### src/rtl/adc_dsp_pkg.sv
// Shared constants and types for the frame-synchronised converter port.
// Assumes nothing beyond being compiled ahead of the modules that import it.
package adc_dsp_pkg;
    localparam int CMD_BITS   = 8;   // command word length
    localparam int RES_BITS   = 14;  // converter result width
    localparam int SLOT_BITS  = 16;  // output slot width
    localparam int CHAN_BITS  = 2;   // channel field width
    localparam int CNT_BITS   = 6;   // serial cycle counter width
    localparam int ACQ_EDGE   = 3;   // falling edge that starts acquisition
    localparam int SMP_EDGE   = 7;   // rising edge that samples, narrow frame
    localparam int WIDE_EXTRA = 8;   // extra acquisition cycles, wide frame

    // Edge events of one synchronous input
    typedef struct packed {
        logic rise;
        logic fall;
    } edge_t;
endpackage

### src/rtl/dsp_edge_det.sv
// Edge detector for a group of synchronous level inputs.
// Assumes the inputs are already synchronous to clk; each bit has its own
// reset value so that no edge is reported when reset releases.
module dsp_edge_det #(
    parameter int           N       = 2,
    parameter logic [N-1:0] RST_VAL = '0
) (
    input  logic         clk,
    input  logic         rst_n,
    input  logic [N-1:0] sig,
    output logic [N-1:0] rise,
    output logic [N-1:0] fall
);
    for (genvar i = 0; i < N; i++) begin : g_bit
        logic q;
        // Hold the previous level of this input
        always_ff @(posedge clk) begin
            if (!rst_n) q <= RST_VAL[i];
            else        q <= sig[i];
        end
        assign rise[i] = sig[i] & ~q;
        assign fall[i] = ~sig[i] & q;
    end
endmodule

### src/rtl/dsp_cmd_shift.sv
// Command capture: shifts din in on the first CMD_W falling edges of a frame
// and issues the acquisition start with the channel field.
// Assumes fall_evt is a single-cycle event and cnt counts falls before it.
module dsp_cmd_shift #(
    parameter int CMD_W  = 8,
    parameter int CHAN_W = 2,
    parameter int CNT_W  = 6,
    parameter int ACQ_N  = 3
) (
    input  logic              clk,
    input  logic              rst_n,
    input  logic              clear,
    input  logic              fall_evt,
    input  logic [CNT_W-1:0]  cnt,
    input  logic              din,
    output logic [CMD_W-1:0]  cmd_q,
    output logic [CHAN_W-1:0] chan_sel,
    output logic              acq_start
);
    localparam int              LEAD_HI = ACQ_N - 2;
    localparam logic [CNT_W-1:0] CAP_END = CNT_W'(CMD_W);
    localparam logic [CNT_W-1:0] ACQ_CNT = CNT_W'(ACQ_N - 1);

    // Shift command bits in, first bit ends at the MSB
    always_ff @(posedge clk) begin
        if (!rst_n || clear)                 cmd_q <= '0;
        else if (fall_evt && cnt < CAP_END)  cmd_q <= {cmd_q[CMD_W-2:0], din};
    end

    // Latch the channel and pulse acquisition start on the chosen falling edge
    always_ff @(posedge clk) begin
        if (!rst_n) begin
            chan_sel  <= '0;
            acq_start <= 1'b0;
        end else begin
            acq_start <= fall_evt && (cnt == ACQ_CNT);
            if (fall_evt && (cnt == ACQ_CNT))
                chan_sel <= cmd_q[LEAD_HI -: CHAN_W];
        end
    end
endmodule

### src/rtl/dsp_tx_shift.sv
// Result serializer: loads the result left-aligned into the output slot and
// shifts it out MSB first; the slot fills with zeros as it empties.
// Assumes load and shift are never requested in the same cycle.
module dsp_tx_shift #(
    parameter int RES_W  = 14,
    parameter int SLOT_W = 16
) (
    input  logic             clk,
    input  logic             rst_n,
    input  logic             clear,
    input  logic             load,
    input  logic             shift,
    input  logic [RES_W-1:0] result_in,
    output logic             dout
);
    localparam int PAD_W = SLOT_W - RES_W;

    logic [SLOT_W-1:0] slot_q;

    // Hold, load or shift the output slot and drive the serial line
    always_ff @(posedge clk) begin
        if (!rst_n || clear) begin
            slot_q <= '0;
            dout   <= 1'b0;
        end else if (load) begin
            slot_q <= {result_in, {PAD_W{1'b0}}};
            dout   <= 1'b0;
        end else if (shift) begin
            dout   <= slot_q[SLOT_W-1];
            slot_q <= {slot_q[SLOT_W-2:0], 1'b0};
        end
    end
endmodule

### src/rtl/dsp_fs_adc_if.sv
// Top of the frame-synchronised converter port. Counts serial cycles from the
// frame-sync falling edge, places the sample and frame-sync-out strobes on
// their cycle numbers, and handles abort by retrigger and by chip select.
// Assumes cs_n, sclk, fs_in and din are synchronous to clk and that sclk
// phases last at least two clk cycles.
module dsp_fs_adc_if
    import adc_dsp_pkg::*;
#(
    parameter int RES_W   = RES_BITS,
    parameter int SLOT_W  = SLOT_BITS,
    parameter int CMD_W   = CMD_BITS,
    parameter int CHAN_W  = CHAN_BITS,
    parameter int CNT_W   = CNT_BITS,
    parameter int ACQ_N   = ACQ_EDGE,
    parameter int SMP_N   = SMP_EDGE,
    parameter int EXTRA_N = WIDE_EXTRA
) (
    input  logic              clk,
    input  logic              rst_n,
    input  logic              cs_n,
    input  logic              sclk,
    input  logic              fs_in,
    input  logic              din,
    input  logic              wide_sel,
    input  logic [RES_W-1:0]  result_in,
    output logic              dout,
    output logic              fs_out,
    output logic              acq_start,
    output logic              sample_stb,
    output logic [CHAN_W-1:0] chan_sel,
    output logic [CMD_W-1:0]  cmd_q,
    output logic              shutdown
);
    localparam int              RN_W       = CNT_W + 1;
    localparam logic [RN_W-1:0] SMP_NARROW = RN_W'(SMP_N);
    localparam logic [RN_W-1:0] SMP_WIDE   = RN_W'(SMP_N + EXTRA_N);
    localparam logic [RN_W-1:0] FSO_NARROW = RN_W'(SMP_N + 1);
    localparam logic [RN_W-1:0] FSO_WIDE   = RN_W'(SMP_N + EXTRA_N + 1);
    localparam logic [CNT_W-1:0] CNT_MAX   = '1;

    logic [1:0]       e_rise, e_fall;
    edge_t            cs_ev, sc_ev;
    logic             fs_q, fs_fall;
    logic             dsp_on, busy, wide_q;
    logic [CNT_W-1:0] cnt;
    logic [RN_W-1:0]  rnum, smp_at, fso_at;
    logic             frame_start, step_ok;
    logic             cmd_fall, tx_clear, tx_load, tx_shift;

    dsp_edge_det #(
        .N       (2),
        .RST_VAL (2'b01)
    ) u_edges (
        .clk   (clk),
        .rst_n (rst_n),
        .sig   ({sclk, cs_n}),
        .rise  (e_rise),
        .fall  (e_fall)
    );

    assign cs_ev = '{rise: e_rise[0], fall: e_fall[0]};
    assign sc_ev = '{rise: e_rise[1], fall: e_fall[1]};

    // Previous frame-sync level, for its falling edge
    always_ff @(posedge clk) begin
        if (!rst_n) fs_q <= 1'b0;
        else        fs_q <= fs_in;
    end

    assign fs_fall     = fs_q & ~fs_in;
    assign frame_start = fs_fall & dsp_on & ~cs_n;
    assign step_ok     = busy & ~cs_ev.rise & ~cs_ev.fall & ~frame_start;
    assign rnum        = {1'b0, cnt} + RN_W'(1);
    assign smp_at      = wide_q ? SMP_WIDE : SMP_NARROW;
    assign fso_at      = wide_q ? FSO_WIDE : FSO_NARROW;

    // Mode, shutdown, cycle count and rising-edge strobes
    always_ff @(posedge clk) begin
        if (!rst_n) begin
            shutdown   <= 1'b1;
            dsp_on     <= 1'b0;
            busy       <= 1'b0;
            wide_q     <= 1'b0;
            cnt        <= '0;
            fs_out     <= 1'b0;
            sample_stb <= 1'b0;
        end else begin
            fs_out     <= 1'b0;
            sample_stb <= 1'b0;
            if (cs_ev.rise) begin
                shutdown <= 1'b1;
                dsp_on   <= 1'b0;
                busy     <= 1'b0;
            end else if (cs_ev.fall) begin
                shutdown <= 1'b0;
                dsp_on   <= ~fs_in;
                busy     <= 1'b0;
            end else if (frame_start) begin
                busy   <= 1'b1;
                cnt    <= '0;
                wide_q <= wide_sel;
            end else if (busy) begin
                if (sc_ev.fall && cnt != CNT_MAX)
                    cnt <= cnt + CNT_W'(1);
                if (sc_ev.rise) begin
                    sample_stb <= (rnum == smp_at);
                    fs_out     <= (rnum == fso_at);
                end
            end
        end
    end

    assign cmd_fall = step_ok & sc_ev.fall;
    assign tx_clear = cs_ev.rise | cs_ev.fall | frame_start;
    assign tx_load  = step_ok & sc_ev.rise & (rnum == fso_at);
    assign tx_shift = step_ok & sc_ev.rise & (rnum > fso_at);

    dsp_cmd_shift #(
        .CMD_W  (CMD_W),
        .CHAN_W (CHAN_W),
        .CNT_W  (CNT_W),
        .ACQ_N  (ACQ_N)
    ) u_cmd (
        .clk       (clk),
        .rst_n     (rst_n),
        .clear     (frame_start),
        .fall_evt  (cmd_fall),
        .cnt       (cnt),
        .din       (din),
        .cmd_q     (cmd_q),
        .chan_sel  (chan_sel),
        .acq_start (acq_start)
    );

    dsp_tx_shift #(
        .RES_W  (RES_W),
        .SLOT_W (SLOT_W)
    ) u_tx (
        .clk       (clk),
        .rst_n     (rst_n),
        .clear     (tx_clear),
        .load      (tx_load),
        .shift     (tx_shift),
        .result_in (result_in),
        .dout      (dout)
    );
endmodule

### config.mk
export PLATFORM = sky130hd
export DESIGN_NAME = dsp_fs_adc_if
export DESIGN_NICKNAME = d
export VERILOG_FILES = /design/src/rtl/adc_dsp_pkg.sv /design/src/rtl/dsp_edge_det.sv /design/src/rtl/dsp_cmd_shift.sv /design/src/rtl/dsp_tx_shift.sv /design/src/rtl/dsp_fs_adc_if.sv
export SDC_FILE = /design/constraint.sdc
export NUM_CORES = 1
export LEC_CHECK = 0
export ABC_AREA = 1
export BUFFER_PORTS_ARGS = -buffer_cell sky130_fd_sc_hd__buf_2
export CAP_MARGIN = 20
export CORE_UTILIZATION = 60
export CTS_CLUSTER_DIAMETER = 120
export DETAILED_ROUTE_END_ITERATION = 12
export PLACE_DENSITY = 0.84
export SKIP_CTS_REPAIR_TIMING = 1
export SLEW_MARGIN = 20
export SYNTH_ARGS = -nofsm -noshare
export SYNTH_HDL_FRONTEND = slang
export SYNTH_HIERARCHICAL = 1
export SYNTH_SLANG_ARGS = --single-unit
### constraint.sdc
create_clock -name clk -period 7.3 [get_ports clk]
set_clock_uncertainty 0.1 [all_clocks]
set_input_delay 1.46 -clock clk [delete_from_list [all_inputs] [get_ports clk]]
set_output_delay 1.46 -clock clk [all_outputs]
set_load 0.01 [all_outputs]
==> metrics, run 1 <==
status=completed; CP peak stage delay=0.60 ns; global-route met2 utilization=40.2%; worst vdd ir=0.130 mV; # DRC=0; Final Hold Violating Endpoints=0; PnR worst setup slack=4.23 ns; CTS clk-pin slew, worst paths=0.11 ns; Critical Path End Type=flop; cell internal pwr=0.288 mW; 1st-iter DRT viols=88; M1 GR Usage=24.8%; Slew Limit Fails=0; core area=3340 sq um; post-route ant nets=0; Die Area=3740 sq um; Post-Place Worst Slack=3.57 ns; Synth Area in XOR/XNOR=0.833%; final WL=3.84 mm; PwrDens=159 nW/um^2; sequential share of power=61.2%; Cell Rows=21; Layout area overhead=10.7%; global-route wire length before repair=6.14 mm; CP top delay family=simple AND/OR/NAND/NOR gates; warnings from Yosys=6; initial antenna violation count=0; # setup viols final=0; kind of critical path=primary input to flop; Util after Layout=69.7%; Async SR Flop Fraction=0%; adder-cell share of the synthesized area=2.38%; first-pass iteration count of the detailed router=4; hold crit path type=flop to flop; CP Buf/Inv Count=4; CTS Buf Count=5; Net Switching=0.0815 mW; Synth Area in Simple Gates=38.6%; htree depth=2; mux contribution to synthesized area=0%; Pleak=1.14 nW; r2r startpoint=cnt[1]$_SDFFE_PN0P_; clk sink count=41; CP Data Required Time=7.46 ns; Worst setup SP type=primary input; Worst Tran Pin Value=0.809 ns; count of distinct cell types in the synthesized netlist=28; flops & latches, synth=41; unrepaired setup endpoints after global routing=no; Nets=360; # IOs=36; layer with the highest usage=met2; Critical Path Start=cs_n; Max Freq=0.326 GHz; number of max-cap violations=0; grt met3 use=7.56%; Die W=61.2 microns; via/cell ratio=4.87; clk buf depth=2; CP Max Fanout=16; die height=61.2 microns; clk root buf=clkbuf_4; DR vias=1,861; CTS tree=built; DR WL/cell=10.0 microns; Starting Density=63.0%; Logic pwr share=4.7%; Most used DFF post-synth=dfxtp_1; vias in the first global route=1,552; Tot GR Track Use=22.5%; Synth Area in Compound Gates=6.31%; Net Count, Synth=325; Avg Inst Size Synth=7.01 sq um; GRT overflow=0; Tcrit/Tclk final=42.1%; hpwl dp=2.83 mm; clk_lat worst skew=0.35 ns; CP Cell Sequence=buf_2 -> inv_1 -> nor2_1 -> nor2_2 -> nand2_1 -> nor2_1 -> inv_1 -> nor2_2 -> nor2_8 -> nand2_1 -> nand3_1 -> nand2_1 -> inv_1; EDFF count, synth=0; share of layout cells above drive strength 1=22.0%; Tmin final=3.07 ns; setup tns final=0 ns; Clock Power Share=34.0%; antenna cells=0; Sw Share=22.1%; Relative slew margins=45.8%; IO buf count=35; pin count of the biggest net entering global routing=18; Post-Synthesis Cells=300; Min-Delay Startpoint=shutdown$_SDFFE_PP1P_; crit path DAT=3.23 ns; Syn Std Cell Area=2100 sq um; Crit-path slowest cell=nor2_2; largest family of logic cells by synthesized area=simple AND/OR/NAND/NOR gates; post-synthesis sequential area ratio=39.0%; gpl congestion=0.844
-- power by group through the flow --
stage                     combinational [mW]  sequential, mW  clock (mW)
after floorplan                      0.00986           0.231           0
after global placement                0.0173           0.231           0
after detailed placement              0.0176           0.231           0
after CTS                             0.0177           0.226       0.130
after global routing                  0.0199           0.226       0.139
final                                 0.0175           0.226       0.126
-- sequential cells by signal, indices dropped and copies added, names as in the netlist --
register,cells
cnt,6
busy,1
fs_q,1
u_cmd/acq_start,1
u_cmd/cmd_q,8
u_tx/slot_q,14
dsp_on,1
wide_q,1
shutdown,1
fs_out,1
u_cmd/chan_sel,2
u_tx/dout,1
sample_stb,1
u_edges/g_bit.q,2
-- per-layer routing --
metal | part of all wire (%) | up-vias
li1 | - | 996
met1 | 45 | 826
met2 | 49 | 32
met3 | 4.3 | 7
met4 | 1.5 | 0
met5 | 0 | -
-- Yosys cell counts (2+ instances only) --
cell / number / area [sq um]
nand2_1: 82 / 308
xor2_1: 2 / 17.5
nor2_2: 4 / 25.0
buf_6: 5 / 56.3
nor2_1: 27 / 101
nand3_2: 5 / 50.1
nand3_1: 32 / 160
nand2_2: 11 / 68.8
a21oi_1: 18 / 90.1
inv_1: 45 / 169
ha_1: 4 / 50.1
dfxtp_1: 41 / 821
nor2_4: 2 / 22.5
nor3_1: 3 / 15.0
o21ai_0: 4 / 20.0
a21oi_2: 2 / 17.5
inv_2: 2 / 7.51
-- worst min-delay path: cells and delay by family (launching register included) --
| family | cells | cell delay, ns |
|---|---|---|
| AND/OR/NAND/NOR | 2 | 0.11 |
| flip-flops | 1 | 0.33 |
-- area by class of cell --
cell class | instances | area [sq um]
clock inverters | 1 | 5.00
inverters | 48 | 180
repair buffers | 36 | 183
clock buffers | 7 | 65.1
fillers | 318 | 1010
flip-flops and latches | 41 | 821
well taps | 46 | 57.6
multi-input cells | 203 | 1010
-- placed cells by master (no fill, tap or decap) --
cell type	Yosys	routed
nor3_2	1	1
clkbuf_4	0	5
nand2_1	82	82
dfxtp_1	41	41
nand2_4	1	1
buf_2	1	35
nor2_4	2	2
ha_1	4	4
nor3b_1	1	1
inv_2	2	2
a21oi_1	18	18
nand4_1	1	1
inv_1	45	45
nor2_1	27	26
nor3_1	3	3
clkinv_2	0	1
nand3_2	5	5
o21ai_1	1	1
or2_1	1	1
xor2_1	2	2
nand3_1	32	32
clkinv_1	1	1
buf_4	1	1
nand2_2	11	11
nor2_8	1	1
o21ai_0	4	4
nor2_2	4	5
a21oi_2	2	2
clkbuf_8	0	2
-- stage by stage --
step / instance area [sq um] / power (mW) / hold WS, ns / std cells
final: 2330 / 0.369 / 0.362 / 382
after global routing: 2330 / 0.386 / 0.380 / 382
after CTS: 2320 / 0.374 / 0.367 / 382
after detailed placement: 2250 / 0.249 / 0.347 / 374
after global placement: 2250 / 0.248 / 0.333 / 374
after floorplan: 2100 / 0.241 / 0.339 / 300
-- path summary, 6_finish.rpt --
kind,endpoint,slack [ns],cells after the start
max reg2reg,u_tx/slot_q[11]$_SDFFE_PP0P_,4.41,17
min reg2reg,shutdown$_SDFFE_PP1P_,0.36,2
min,shutdown$_SDFFE_PP1P_,0.36,2
max,u_tx/slot_q[11]$_SDFFE_PP0P_,4.23,13
-- kinds of logic after synthesis --
group,after synthesis
AND/OR/NAND/NOR,172
buffers and inverters,56
flip-flops,41
AO/OA/AOI/OAI,25
adder cells (fa/ha/maj),4
XOR/XNOR,2
Note: power is estimated with default switching activity, not from simulation.
==> run 2, diff against run 1 <==
- ABC_AREA: 1 -> 0
- CORE_UTILIZATION: 60 -> 54
- PLACE_DENSITY: 0.84 -> 0.78
- clock period: 7.3 -> 2.9 ns (I/O delays scaled with it)
==> run 2 against run 1 <==
Compared with the run above: critical path depth down 2; utilization decreased by 2.9 points; sequential power rose to 2.5 times the previous value; die area increased by 0.44%; sequential cell count unchanged; via count down 16%; combinational power rose to 2.6 times the previous value; power grew to 2.9 times the previous value; largest power group unchanged; clock-buffer cell count decreased by 2; synthesized cell count down 34%.
==> metrics, run 2 <==
Synth top area share=43.2% (+4.1 points); GRT overflow=0 (unchanged); status=completed; 1st-iter DRT viols=49 (-44%); Tcrit/Tclk final=92.2%; number of flip-flops in the largest register=14 (unchanged); Critical Path End Type=flop; Slew Limit Fails=0 (unchanged); Syn Std Cell Area=1900 sq um (-9.6%); cell internal pwr=0.853 mW (+200%); Regs by FF count=u_tx/slot_q: 14 flops, u_cmd/cmd_q: 8 flops, cnt: 6 flops; Worst Tran Pin Value=0.593 ns (-0.217 ns); gpl congestion=0.915 (+8.4%); post-synthesis sequential area ratio=43.2% (+4.1 points); Tot GR Track Use=21.0% (-1.4 points); clk root buf=clkbuf_4; cell type with the largest total area after synthesis=dfxtp_1; core area=3360 sq um (+0.79%); hold crit path type=primary input to flop; CP Max Fanout=10 (-6); EDFF count, synth=0 (unchanged); Pleak=0.877 nW (-23%); Starting Density=56.5% (-6.5 points); die height=61.3 microns (+0.22%); via/cell ratio=5.42 (+11%); Logic pwr share=4.3% (-0.4 points); non-filler cells, final=288 (-25%); top cells by area, synth=dfxtp_1, mux2i_1, nor2b_1; IO buf count=35 (unchanged); htree depth=2 (unchanged); flops & latches, synth=41 (unchanged); most numerous cell in the Yosys netlist=dfxtp_1; pin count of the biggest net entering global routing=16 (-2); PwrDens=473 nW/um^2 (+200%); Clock Power Share=42.2% (+8.2 points); Min-Delay Startpoint=fs_in; hpwl dp=2.67 mm (-5.6%); Worst setup SP type=flop; clk sink count=41 (unchanged); Net Switching=0.211 mW (+160%); CTS Buf Count=5 (unchanged); # setup viols final=0 (unchanged); Most flops, register=u_tx/slot_q; Cell Rows=21 (unchanged); Final Hold Violating Endpoints=0 (unchanged); most frequent cells in the layout=dfxtp_1, buf_2, nand2_1; # DRC=0 (unchanged); Nets=266 (-26%); Die Area=3760 sq um (+0.44%); Max Freq=0.374 GHz; Avg Inst Size Synth=9.55 sq um (+36%); placed cell count=280 (-25%); vias in the first global route=1,340 (-14%); clk_lat worst skew=0.34 ns (about the same); kind of critical path=flop to flop; first-pass iteration count of the detailed router=4 (unchanged); Relative slew margins=60.5% (+15 points); Tmin final=2.67 ns; # IOs=36 (unchanged); unrepaired setup endpoints after global routing=no; CP Data Required Time=3.06 ns (-4.40 ns); clk buf depth=2 (unchanged); commonest non-fill, non-tap cell in the layout=dfxtp_1; share of layout cells above drive strength 1=26.0% (+4.0 points); Die W=61.3 microns (+0.22%); CTS tree=built; Post-synth top cells=dfxtp_1, nand2_1, nor2b_1, mux2i_1, a211oi_1; Most used DFF post-synth=dfxtp_1; worst vdd ir=0.270 mV (+110%); final WL=3.64 mm (-5.1%); crit path DAT=2.83 ns (-0.40 ns); Net Count, Synth=224 (-31%); warnings from Yosys=6 (unchanged); Tot Pwr=1.06 mW (+190%); count of distinct cell types in the synthesized netlist=46 (+64%); setup tns final=0 ns (unchanged); Async SR Flop Fraction=0% (unchanged); Critical Path Start=cnt[0]$_SDFFE_PN0P_; antenna cells=0 (unchanged); DR WL/cell=12.6 microns (+26%); number of max-cap violations=0 (unchanged); r2r startpoint=cnt[0]$_SDFFE_PN0P_; CTS clk-pin slew, worst paths=0.12 ns (about the same); Post-Synthesis Cells=199 (-34%); Sw Share=19.8% (-2.2 points); Layout area overhead=18.3%; global-route wire length before repair=5.85 mm (-4.7%); initial antenna violation count=0 (unchanged); post-route ant nets=0 (unchanged); DR vias=1,560 (-16%); sequential share of power=53.5% (-7.7 points)
-- run 2: layout make-up --
type | instances | area, sq um
Multi-Input combinational cell | 145 | 1000
Clock inverter | 3 | 65.1
Clock buffer | 5 | 37.5
Timing Repair Buffer | 42 | 240
Sequential cell | 41 | 823
Inverter | 6 | 22.5
Tap cell | 46 | 57.6
Fill cell | 312 | 1110
-- run 2: logic make-up after synthesis --
family                   share of synthesized area, %
XOR/XNOR                                         1.38
buffers and inverters                            4.28
flip-flops                                       43.2
multiplexers                                     9.02
AO/OA/AOI/OAI                                    15.2
adder cells (fa/ha/maj)                          2.63
AND/OR/NAND/NOR                                  24.3
-- run 2: power by group through the flow --
stage          clock network [mW]  registers, mW  logic [mW]
2_1_floorplan                   0          0.582      0.0224
3_3_place_gp                    0          0.582      0.0449
3_5_place_dp                    0          0.582      0.0457
4_1_cts                     0.457          0.569      0.0458
5_1_grt                     0.480          0.570      0.0515
6_report                    0.448          0.569      0.0459
-- run 2: final timing paths --
kind	cells after the start	slack, ns	end
max	11	0.23	u_tx/slot_q[9]$_SDFFE_PP0P_
min	2	0.35	dsp_on$_SDFFE_PP0P_
max reg2reg	11	0.23	u_tx/slot_q[9]$_SDFFE_PP0P_
min reg2reg	2	0.37	u_cmd/chan_sel[0]$_SDFFE_PN0P_
-- run 2: per-layer routing --
metal  GRT usage, %  wire, microns
met5              0              0
met4           6.82             42
met3           5.67            149
met2           33.4           1670
met1           27.9           1780
-- run 2: critical path: stages (launching register included) --
cell and delay, ns:
dfxtp_2 0.40, ha_2 0.25, nand3_1 0.10, xnor2_1 0.22, ha_1 0.28, nor2b_1 0.13
o21ai_0 0.16, nand4_1 0.11, and3b_2 0.30, buf_12 0.17, mux2i_1 0.11, a211oi_1 0.24
-- run 2: metrics by stage --
| step | area (sq um) | util, % | hold slack, ns | setup slack, ns |
|---|---|---|---|---|
| after floorplan | 1900 | - | 0.379 | 0.387 |
| after global placement | 2140 | 63.6 | 0.346 | 0.225 |
| after detailed placement | 2140 | 63.6 | 0.343 | 0.153 |
| after CTS | 2240 | 66.7 | 0.343 | 0.0994 |
| after global routing | 2250 | 66.9 | 0.342 | 0.0604 |
| final | 2250 | 66.9 | 0.354 | 0.226 |
